[src/rtl/mcfs_pkg.sv]
package mcfs_pkg;

  typedef enum logic [1:0] {
    SRC_OSC    = 2'd0,
    SRC_REFIN  = 2'd1,
    SRC_BITCLK = 2'd2,
    SRC_RSVD   = 2'd3
  } clk_src_e;

  localparam int POS_W = 8;

  // last bit index of a frame for a given size code
  function automatic logic [POS_W-1:0] frame_last(input logic [1:0] sel);
    case (sel)
      2'd0:    return 8'd63;
      2'd1:    return 8'd127;
      default: return 8'd255;
    endcase
  endfunction

  function automatic logic src_can_master(input logic [1:0] src);
    return (src == SRC_OSC) || (src == SRC_REFIN);
  endfunction

endpackage

[src/rtl/mcfs_sync.sv]
module mcfs_sync #(
  parameter int STAGES = 2
) (
  input  logic clk,
  input  logic rst_n,
  input  logic d,
  output logic q
);
  logic [STAGES-1:0] shreg;

  always_ff @(posedge clk) begin
    if (!rst_n) shreg <= '0;
    else        shreg <= {shreg[STAGES-2:0], d};
  end

  assign q = shreg[STAGES-1];
endmodule

[src/rtl/mcfs_owner.sv]
module mcfs_owner #(
  parameter int REL_EDGES = 3
) (
  input  logic clk,
  input  logic rst_n,
  input  logic master_ok,
  input  logic dc_s,
  input  logic imm_tri,
  input  logic fall_tick,
  output logic running
);
  localparam int RC_W = $clog2(REL_EDGES + 1);
  localparam logic [RC_W-1:0] REL_LAST = RC_W'(REL_EDGES - 1);

  logic [RC_W-1:0] rel_cnt;

  always_ff @(posedge clk) begin
    if (!rst_n) begin
      running <= 1'b0;
      rel_cnt <= '0;
    end else if (!master_ok) begin
      running <= 1'b0;
      rel_cnt <= '0;
    end else if (!dc_s) begin
      if (imm_tri) begin
        running <= 1'b0;
        rel_cnt <= '0;
      end else if (running && fall_tick) begin
        if (rel_cnt == REL_LAST) begin
          running <= 1'b0;
          rel_cnt <= '0;
        end else begin
          rel_cnt <= rel_cnt + 1'b1;
        end
      end
    end else begin
      rel_cnt <= '0;
      running <= 1'b1;
    end
  end

  // losing master permission ends ownership on the next edge
  assert_forced_slave_R4: assert property (@(posedge clk) disable iff (!rst_n)
    !master_ok |=> !running);

  // release counter never passes the window
  assert_release_window_R7: assert property (@(posedge clk) disable iff (!rst_n)
    rel_cnt < RC_W'(REL_EDGES));

  // ownership only ends for a mode or permission reason
  assert_release_cause_R6: assert property (@(posedge clk) disable iff (!rst_n)
    $fell(running) |-> (!$past(master_ok) || !$past(dc_s)));
endmodule

[src/rtl/mcfs_bclk_div.sv]
module mcfs_bclk_div #(
  parameter int DIV_W = 8
) (
  input  logic             clk,
  input  logic             rst_n,
  input  logic             running,
  input  logic [DIV_W-1:0] half_div,
  output logic             bclk,
  output logic             rise_tick,
  output logic             fall_tick
);
  logic [DIV_W-1:0] hcnt;
  logic             wrap;

  assign wrap      = (hcnt >= half_div);
  assign rise_tick = running && wrap && !bclk;
  assign fall_tick = running && wrap && bclk;

  always_ff @(posedge clk) begin
    if (!rst_n || !running) begin
      hcnt <= '0;
      bclk <= 1'b0;
    end else if (wrap) begin
      hcnt <= '0;
      bclk <= ~bclk;
    end else begin
      hcnt <= hcnt + 1'b1;
    end
  end

  // idle divider parks the bit clock low
  assert_bclk_parks_R2: assert property (@(posedge clk) disable iff (!rst_n)
    !running |=> !bclk);
endmodule

[src/rtl/mcfs_frame_ctr.sv]
module mcfs_frame_ctr
  import mcfs_pkg::*;
(
  input  logic       clk,
  input  logic       rst_n,
  input  logic       running,
  input  logic       rise_tick,
  input  logic [1:0] frame_sel,
  output logic       fsync
);
  logic [POS_W-1:0] pos;
  logic [POS_W-1:0] last_cur;
  logic             at_end;

  assign at_end = (pos == last_cur);

  always_ff @(posedge clk) begin
    if (!rst_n || !running) begin
      pos      <= frame_last(frame_sel);
      last_cur <= frame_last(frame_sel);
      fsync    <= 1'b0;
    end else if (rise_tick) begin
      if (at_end) begin
        pos      <= '0;
        fsync    <= 1'b1;
        last_cur <= frame_last(frame_sel);
      end else begin
        pos   <= pos + 8'd1;
        fsync <= 1'b0;
      end
    end
  end

  // frame sync only marks bit 0
  assert_fsync_bit0_R3: assert property (@(posedge clk) disable iff (!rst_n)
    fsync |-> (pos == '0));

  // frame length is only reloaded at a frame boundary
  assert_size_at_boundary_R9: assert property (@(posedge clk) disable iff (!rst_n)
    (running && !(rise_tick && at_end)) |=> $stable(last_cur));
endmodule

[src/rtl/mcfs_gen.sv]
module mcfs_gen
  import mcfs_pkg::*;
#(
  parameter int DIV_W       = 8,
  parameter int SYNC_STAGES = 2,
  parameter int REL_EDGES   = 3
) (
  input  logic             ref_clk,
  input  logic             rst_n,
  input  logic             ms_sel,
  input  logic [1:0]       clk_src,
  input  logic [1:0]       frame_sel,
  input  logic [DIV_W-1:0] half_div,
  input  logic             dc_pin,
  input  logic             imm_tri,
  output logic             bclk_out,
  output logic             bclk_oe,
  output logic             fsync_out,
  output logic             fsync_oe,
  output logic             tx_en
);
  logic dc_s, master_ok, running, bclk, rise_tick, fall_tick, fsync, drive;

  assign master_ok = ms_sel && src_can_master(clk_src);

  mcfs_sync #(.STAGES(SYNC_STAGES)) u_sync (
    .clk(ref_clk), .rst_n(rst_n), .d(dc_pin), .q(dc_s)
  );

  mcfs_owner #(.REL_EDGES(REL_EDGES)) u_owner (
    .clk(ref_clk), .rst_n(rst_n), .master_ok(master_ok), .dc_s(dc_s),
    .imm_tri(imm_tri), .fall_tick(fall_tick), .running(running)
  );

  mcfs_bclk_div #(.DIV_W(DIV_W)) u_div (
    .clk(ref_clk), .rst_n(rst_n), .running(running), .half_div(half_div),
    .bclk(bclk), .rise_tick(rise_tick), .fall_tick(fall_tick)
  );

  mcfs_frame_ctr u_frame (
    .clk(ref_clk), .rst_n(rst_n), .running(running), .rise_tick(rise_tick),
    .frame_sel(frame_sel), .fsync(fsync)
  );

  // immediate release bypasses the synchronizer
  assign drive     = running && !(imm_tri && !dc_pin);
  assign bclk_oe   = drive;
  assign fsync_oe  = drive;
  assign tx_en     = drive;
  assign bclk_out  = bclk;
  assign fsync_out = fsync;
endmodule

[config.mk]
export PLATFORM = sky130hd
export DESIGN_NAME = mcfs_gen
export DESIGN_NICKNAME = d
export VERILOG_FILES = /design/src/rtl/mcfs_pkg.sv /design/src/rtl/mcfs_sync.sv /design/src/rtl/mcfs_owner.sv /design/src/rtl/mcfs_bclk_div.sv /design/src/rtl/mcfs_frame_ctr.sv /design/src/rtl/mcfs_gen.sv
export SDC_FILE = /design/constraint.sdc
export NUM_CORES = 1
export LEC_CHECK = 0
export BUFFER_PORTS_ARGS = -buffer_cell sky130_fd_sc_hd__buf_2
export CORE_ASPECT_RATIO = 0.5
export CORE_UTILIZATION = 27
export CTS_BUF_LIST = sky130_fd_sc_hd__clkbuf_16
export DETAILED_ROUTE_END_ITERATION = 10
export SLEW_MARGIN = 10
export SYNTH_ARGS = -nofsm -noshare
export SYNTH_HDL_FRONTEND = slang
export SYNTH_SLANG_ARGS = --single-unit
[constraint.sdc]
create_clock -name ref_clk -period 2.4 [get_ports ref_clk]
set_clock_uncertainty 0.15 [all_clocks]
set_input_delay 0.48 -clock ref_clk [delete_from_list [all_inputs] [get_ports ref_clk]]
set_output_delay 0.48 -clock ref_clk [all_outputs]
set_load 0.1 [all_outputs]
==> flow_summary.toml, run 1 <==
[yosys]
synth.net_count = 164
synth_top_cell_by_area = "dfxtp_1"
yosysWarnings = 0
synth_top_area_share_pct = 22.7
ys_seq_elements = 25
seq_area_frac_synth_pct = 45.4
syn_area_per_cell_um2 = 9.65
synthTopCellsByArea = "dfxtp_1 (23%), edfxtp_1 (23%), ha_1 (9.5%)"
synth_cells = 137
synth_area_um2 = 1320
ys_types = 33

[placed_design]
port_buffers = 20
placedInstanceArea_um2 = 1490
place_hpwl_mm = 1.73
dp.cells = 220
gp_congestion = 0.698

[global_routing]
grtUsageTotal_pct = 9.92
antenna_found_initial = 0
grt_pass1_wl_mm = 3.93
grt_max_degree = 14
grt_overflow_total = 0
grt_pass1_vias = 880

[drt]
wl_per_cell_um = 10.1
firstDrtPassIters = 4
drt.antenna.violating_nets = 0
wirelength_mm = 2.27
vias = 994
drt_iter0_drc = 28
remaining_drc_errors = 0
vias_per_cell = 4.44

[floorplan]
dieWidth_um = 101
ios = 22
dieArea_um2 = 5200
dieHeight_um = 51.5
start_util_pct = 29.1
core_area_um2 = 4550
rows = 17

[cts]
clkTransAtPathRegs_ps = 60
h-tree-depth = 1
clk_latency_ps = 260
root_buffer = "clkbuf_16"
cts_setup_buffers = 0
ctsLongestPathBuffers = 2
cts_tree = "yes"
cts-buffers-inserted = 3
cts.sinks = 25

[timing]
hold_ws_ps = 274
slew_violations = 0
slew-limit-headroom_pct = 67.7
final_hold_viol_count = 0
rsz0062_at_grt = "false"
max_freq_ghz = 0.439
finalWorstPathRequiredPeriod_ps = 2280
setup_violations = 0
timing.final.crit_share_pct = 94.9
worst_slew_pin_slew_ps = 487

[critical_path]
cp-end-kind = "flop"
crit_fanout = 9
cp_cell_sequence = "ha_1 > o21ai_1 > a211o_1 > o221a_4 > or4b_1 > a21oi_1"
path_class = "flop to flop"
slowest_stage = "or4b_1"
crit_required_ps = 2430
startpoint_type = "flop"
cp_slowest_stage_delay_ps = 520
crit_arrival_ps = 2310

[hold_path]
hp-class = "input port to flop"

[pwr]
p_leak_nw = 0.637
pwr_density_cell_nw_per_um2 = 544
vdd_drop_max_uv = 310
p_total_uw = 864

[outcome]
run_status = "finished, final reports clean"

[final_layout]
final_nets = 186
postLayoutCellArea_um2 = 1590
fin_cells = 224
area_growth_pct = 20.1
antenna_cells = 0
drive_gt1_share_pct = 19.0

[flow_run]
drv_cap = 0
==> layout make-up <==
class / count / area, um^2
fill: 466 / 2960
multi-input combinational: 94 / 662
sequential: 25 / 601
timing repair buffer: 22 / 115
tap: 66 / 82.6
clock buffer: 3 / 75.1
inverter: 13 / 48.8
clock inverter: 1 / 3.75
==> where the power goes <==
part           leakage (nW)  switching (mW)  total [mW]  internal, mW
Sequential            0.209         0.00417       0.450         0.446
Combinational         0.385          0.0292      0.0577        0.0285
Clock                0.0423           0.134       0.356         0.222
Total                 0.637           0.167       0.864         0.697
==> worst paths after layout <==
| kind | endpoint | start | cells past startpoint | slack, ps |
|---|---|---|---|---|
| setup / recovery | u_owner.rel_cnt[1] | u_div.hcnt[2] | 6 | 120 |
| setup reg to reg | u_owner.rel_cnt[1] | u_div.hcnt[2] | 6 | 120 |
| hold reg to reg | u_sync.shreg[1] | u_sync.shreg[0] | 1 | 290 |
| hold / removal | u_frame.last_cur[7] | frame_sel[1] | 1 | 270 |
==> critical path: cells and delay by family (launching register included) <==
kind,cells,cell delay [ps]
compound gates,4,870
fa+ha+maj,1,250
flops,1,410
simple gates,1,520
==> layer usage <==
metal  GRT usage [%]  vias to the layer above  routed length (um)
met2            16.8                       17                1080
met1            12.5                      456                1100
met3            3.23                        2                  72
met4            2.17                        0                  10
met5               0                        -                   0
li1                -                      519                   -
==> state kept, by name (all words and copies together) (netlist names) <==
| register | cells |
|---|---|
| u_div.bclk | 1 |
| u_div.hcnt | 8 |
| u_frame.fsync | 1 |
| u_frame.last_cur | 2 |
| u_frame.pos | 8 |
| u_owner.rel_cnt | 2 |
| u_owner.running | 1 |
| u_sync.shreg | 2 |
==> cells by family (layout without fill, tap and decap cells) <==
group,Yosys count,in the layout,share of synthesized area (%)
compound gates,22,22,11.6
xor+xnor,14,14,9.27
fa+ha+maj,10,10,9.46
buf+inv,18,39,5.68
flops,25,25,45.4
simple gates,48,48,18.5
==> placed cells by master (no fill, tap or decap), types with 3 or more instances in the layout <==
master / instances
xnor2_1: 7
nor2_1: 7
o21ai_0: 6
clkbuf_16: 3
nand2_1: 14
ha_1: 10
xor2_1: 7
and3_1: 5
buf_2: 20
nand3_1: 7
a21oi_1: 7
dfxtp_1: 15
and2_1: 3
edfxtp_1: 10
inv_1: 14
==> metrics by stage <==
stage	setup TNS (ps)	setup slack, ps	util [%]
global placement	-1020	-128	32.8
finish	0	121	34.9
CTS	0	24.8	34.6
global route	0	1.02	34.9
detailed placement	-1580	-191	32.8
floorplan	0	39.9	-
==> synth_stat cells <==
cell,count
a211o_1,1
and4_1,1
nand2b_1,2
or2_2,1
nor3_1,1
a21oi_1,7
nand3_1,7
o21ai_0,6
xor2_1,7
or3_1,1
or4_1,1
and3_1,5
o21a_1,1
nand3b_1,1
nand2_1,15
o221a_4,1
buf_4,2
and2_1,3
nand4_1,1
o31ai_1,2
clkbuf_1,3
edfxtp_1,10
nor2_1,7
and3_2,1
inv_1,13
or4b_1,1
a2111oi_2,1
o221ai_1,1
xnor2_1,7
o21ai_1,1
dfxtp_1,15
ha_1,10
a311oi_1,1
==> timing repair <==
action / in CTS / in global routing
resized for setup: 0 / 2
setup endpoints to repair: 0 / 10
hold buffers: 0 / 0
Note: power is estimated with default switching activity, not from simulation.
==> run 2, diff against run 1 <==
- SYNTH_HIERARCHICAL: not set -> 1
==> run 2 against run 1 <==
Largest power group unchanged. Critical path depth increased by 2. Power rose by 3.4%. Synthesized cell count increased by 8.0%. Sequential power is essentially flat. Synthesized area rose by 9.7%.
==> flow_summary.toml, run 2 <==
[global_routing]
grtUsageTotal_pct = 9.96
grt_pass1_wl_mm = 4.35
antenna_found_initial = 0
grt_max_degree = 15
grt_overflow_total = 0
grt_pass1_vias = 1006

[drt]
vias = 1113
wirelength_mm = 2.56
firstDrtPassIters = 4
wl_per_cell_um = 10.3
drt.antenna.violating_nets = 0
remaining_drc_errors = 0
vias_per_cell = 4.45
drt_iter0_drc = 46

[floorplan]
dieHeight_um = 53.8
start_util_pct = 28.8
core_area_um2 = 5040
dieArea_um2 = 5690
rows = 18
dieWidth_um = 106
ios = 22

[placed_design]
place_ws_ps = 0.678
gp_congestion = 0.751
place_hpwl_mm = 1.99
port_buffers = 20

[yosys]
seq_area_frac_synth_pct = 41.4
synth_top_cell_by_area = "dfxtp_1"
synth-edff-count = 10
synth_ff_type = "dfxtp_1"
synthArstFlopShare_pct = 0
synth_cells = 148
synthTopCellsByArea = "dfxtp_1 (21%), edfxtp_1 (21%), ha_1 (8.6%)"
synth_area_um2 = 1450
ys_types = 41
synth_top_area_share_pct = 20.7
synth_most_common_cell = "dfxtp_1"
yosysWarnings = 6
ys_seq_elements = 25
synth.net_count = 175
synth_common_cells = "dfxtp_1 (15), nand2_1 (14), nor2_1 (13)"
syn_area_per_cell_um2 = 9.81

[cts]
cts_setup_buffers = 0
cts-buffers-inserted = 3
cts.sinks = 25
postCtsResizedCells = 0
root_buffer = "clkbuf_16"
clkTransAtPathRegs_ps = 70
ctsLongestPathBuffers = 2
h-tree-depth = 1
cts_hold_buf = 0
cts_tree = "yes"
clk_latency_ps = 260

[outcome]
run_status = "finished, final reports clean"

[pwr]
pwr_density_cell_nw_per_um2 = 497
p_total_uw = 893
vdd_drop_max_uv = 320
p_leak_nw = 0.725

[critical_path]
cp-end-kind = "flop"
startpoint_type = "flop"
path_class = "flop to flop"
crit_arrival_ps = 2070
crit_fanout = 5
crit_required_ps = 2270

[timing]
slew-limit-headroom_pct = 67.8
hold_ws_ps = 271
setup_slack_ps = 200
final_hold_viol_count = 0
finalWorstPathRequiredPeriod_ps = 2200
max_freq_ghz = 0.455
rsz0062_at_grt = "false"
setup_violations = 0
timing.final.crit_share_pct = 91.7
setup_tns_ps = 0
slew_violations = 0
worst_slew_pin_slew_ps = 487

[final_layout]
reg.largest.list = "u_div/hcnt x8, u_frame/pos x8"
final_nets = 208
final_common_cell = "buf_2"
final_cell_mix = "buf_2 (20), dfxtp_1 (15), nand2_1 (14)"
finish.utilization_pct = 35.6
drive_gt1_share_pct = 26.1
area_growth_pct = 23.9
antenna_cells = 0

[hold_path]
hp-class = "input port to flop"

[flow_run]
drv_cap = 0
[run 2: cell types whose count changed after synthesis, moves of 3 or more]
| cell | before | now |
|---|---|---|
| nor2_1 | 7 | 13 |
| a21oi_1 | 7 | 3 |
| nand4b_1 | 0 | 3 |
| and3_1 | 5 | 0 |
| xor2_1 | 7 | 4 |
| o21ai_1 | 1 | 4 |
[run 2: area by class of cell]
type | instances | area, um^2
Clock buffer | 3 | 75.1
Clock inverter | 1 | 5.00
Fill cell | 525 | 3250
Inverter | 11 | 41.3
Multi-Input combinational cell | 108 | 798
Sequential cell | 25 | 601
Tap cell | 70 | 87.6
Timing Repair Buffer | 32 | 190
[run 2: worst max-delay path, stage by stage, from the launching register on]
cell and delay [ps]:
dfxtp_1 410, inv_1 60, ha_1 260, nand2b_4 140, a2111oi_4 350, o21a_1 200
nor3b_1 60, nand2b_1 160, buf_4 160
[run 2: final timing paths]
kind,start,endpoint,slack [ps],cells past startpoint
worst max-delay path,u_div/hcnt[0],u_frame/pos[1],200,8
worst min-delay path,frame_sel[1],u_frame/last_cur[7],270,1
worst max register to register,u_div/hcnt[0],u_frame/pos[1],200,8
worst min register to register,u_sync/shreg[0],u_sync/shreg[1],280,1
[run 2: logic make-up (layout without fill, tap and decap cells)]
logic type	count (synthesis)	count (layout)	synth area share, %
DFF	25	25	41.4
adders and majority gates	10	10	8.62
xor gates and xnor gates	13	13	7.84
AOI/OAI and AO/OA	27	27	14.5
buffers and inverters	15	47	4.40
and+or+nand+nor	58	58	23.3
[run 2: metal layers]
| metal | GRT usage (%) | vias to the layer above | routed length, um |
|---|---|---|---|
| met4 | 3.47 | 0 | 32 |
| li1 | - | 584 | - |
| met3 | 2.91 | 2 | 56 |
| met1 | 13.0 | 515 | 1340 |
| met5 | 0 | - | 0 |
| met2 | 16.0 | 12 | 1130 |
[run 2: power breakdown]
group	internal [mW]	switching (mW)	total, mW
sequential	0.446	0.00415	0.450
combinational	0.0363	0.0351	0.0714
clock	0.224	0.147	0.372
[run 2: through the flow]
step | instances | instance area (um^2)
after floorplan | 148 | 1460
after global placement | 246 | 1720
after detailed placement | 246 | 1720
after CTS | 250 | 1800
after global routing | 250 | 1800
final | 250 | 1800
==> run 3, diff against run 2 <==
==> constraint.sdc (replaced) <==
create_clock -name ref_clk -period 2.4 [get_ports ref_clk]
set_clock_uncertainty 0.15 [all_clocks]
set_input_delay 0.12 -clock ref_clk [delete_from_list [all_inputs] [get_ports ref_clk]]
set_output_delay 0.12 -clock ref_clk [all_outputs]
set_load 0.1 [all_outputs]
==> run 3 against run 2 <==
Final cell count decreased by 1.6%. Global-route usage rose by 0.21 points. Register-to-register slack worse by 40 ps. First-iteration DRC count grew 41%. Combinational power is essentially flat. Maximum frequency down 1.9%. Critical path depth down 1. Flip-flop and latch count is the same. Critical path type unchanged. Highest routed layer unchanged.
==> flow_summary.toml, run 3 (synthesis results as in run 2) <==
[pwr]
power.switching_uw = 188
pwr_density_cell_nw_per_um2 = 506
p_seq_share_pct = 50.3
p_int_uw = 707
vdd_drop_max_uv = 235
pwr-share-clk_pct = 41.7
power_frac_comb_pct = 8.0
swShare_pct = 21.0
p_leak_nw = 0.702

[drt]
vias_per_cell = 4.52
wl_per_cell_um = 10.8
remaining_drc_errors = 0
drt_iter0_drc = 65
firstDrtPassIters = 4
drt.antenna.violating_nets = 0
vias = 1112
wirelength_mm = 2.67

[global_routing]
grt_max_degree = 15
gr-usage-met1_pct = 12.5
met2_usage_pct = 18.3
busiest_layer = "met2"
use_met3_pct = 2.54
antenna_found_initial = 0
grtUsageTotal_pct = 10.2
grt_overflow_total = 0
grt_pass1_wl_mm = 4.46
grt_pass1_vias = 979

[final_layout]
multi_input_area_um2 = 791
fillCellCount = 518
drive_gt1_share_pct = 22.7
final_common_cell = "buf_2"
finish.utilization_pct = 35.0
area_growth_pct = 21.8
final_cell_mix = "buf_2 (20), dfxtp_1 (15), nand2_1 (14)"
reg.largest.list = "u_div/hcnt x8, u_frame/pos x8"
seqCellArea_um2 = 601
final_nets = 204
fin_cells = 246
antenna_cells = 0

[critical_path]
crit_fanout = 5
cp-end-kind = "flop"
path_class = "flop to flop"
slowest_stage = "dfxtp_1"
cp_slowest_stage_delay_ps = 350
cp_cell_sequence = "ha_1 > and4_1 > o21ai_0 > o21a_1 > nor3b_1 > nand2b_1 > buf_4"
crit_required_ps = 2230
startpoint_type = "flop"
crit_arrival_ps = 2070

[timing]
slew-limit-headroom_pct = 67.7
setup_violations = 0
slew_violations = 0
worst_slew_pin_slew_ps = 487
rsz0062_at_grt = "false"
finalWorstPathRequiredPeriod_ps = 2240
final_hold_viol_count = 0
timing.final.crit_share_pct = 93.4
setup_tns_ps = 0
max_freq_ghz = 0.446

[cts]
cts_hold_buf = 3
cts-buffers-inserted = 3
ctsLongestPathBuffers = 2
h-tree-depth = 1
cts_setup_buffers = 0
cts_tree = "yes"
clkTransAtPathRegs_ps = 60
postCtsResizedCells = 0
cts.sinks = 25
root_buffer = "clkbuf_16"
clk_latency_ps = 260

[flow_run]
drv_cap = 0

[placed_design]
port_buffers = 20
place_hpwl_mm = 1.99
dp.cells = 239
gp_congestion = 0.758

[floorplan]
rows = 18
core_area_um2 = 5040
dieHeight_um = 53.8
ios = 22
start_util_pct = 28.8
dieWidth_um = 106
dieArea_um2 = 5690

[hold_path]
hp-class = "input port to flop"

[outcome]
run_status = "finished, final reports clean"
## run 3: changes by cell type in the layout (fill, tap and decap cells not counted), sizes merged
cell         before  now
buf              32   25
dlygate4sd3       0    3
## run 3: final timing paths
| kind | start | endpoint | slack [ps] | cells after the start |
|---|---|---|---|---|
| worst max-delay path | u_div/hcnt[5] | u_frame/pos[3] | 160 | 7 |
| worst min-delay path | imm_tri | u_owner/running | 7 | 3 |
| worst max register to register | u_div/hcnt[5] | u_frame/pos[3] | 160 | 7 |
| worst min register to register | u_sync/shreg[0] | u_sync/shreg[1] | 290 | 1 |
## run 3: cell type report
cell class	count	share of cell area [%]
clock inverter	1	0.283
sequential	25	34.0
tap	70	4.95
clock buffer	3	4.25
multi-input combinational	108	44.7
timing repair buffer	28	9.48
inverter	11	2.34
## run 3: per-stage QoR
step                      power, mW  cell area [um^2]  hold slack, ps  setup slack, ps
final                         0.895              1770            7.44              158
after global routing          0.932              1770            21.7             12.7
after CTS                     0.908              1770            1.75              173
after detailed placement      0.528              1660             178              192
after global placement        0.526              1660             173              235
after floorplan               0.505              1460            91.7              187
## run 3: routing by layer
metal / wire [um] / part of all wire (%)
met1: 1340 / 50
met2: 1250 / 47
met3: 69 / 2.6
met4: 15 / 0.56
met5: 0 / 0
## run 3: worst max-delay path: cells and delay by family (launching register included)
family	cells	cell delay (ps)
adders and majority gates	1	300
DFF	1	350
and+or+nand+nor	3	660
buffers and inverters	1	150
AOI/OAI and AO/OA	2	360
## run 3: power by group through the flow
stage / clock network [mW] / logic (mW) / registers (mW)
after floorplan: 0 / 0.0459 / 0.459
after global placement: 0 / 0.0664 / 0.460
after detailed placement: 0 / 0.0678 / 0.460
after CTS: 0.386 / 0.0720 / 0.450
after global routing: 0.401 / 0.0797 / 0.451
final: 0.373 / 0.0715 / 0.450
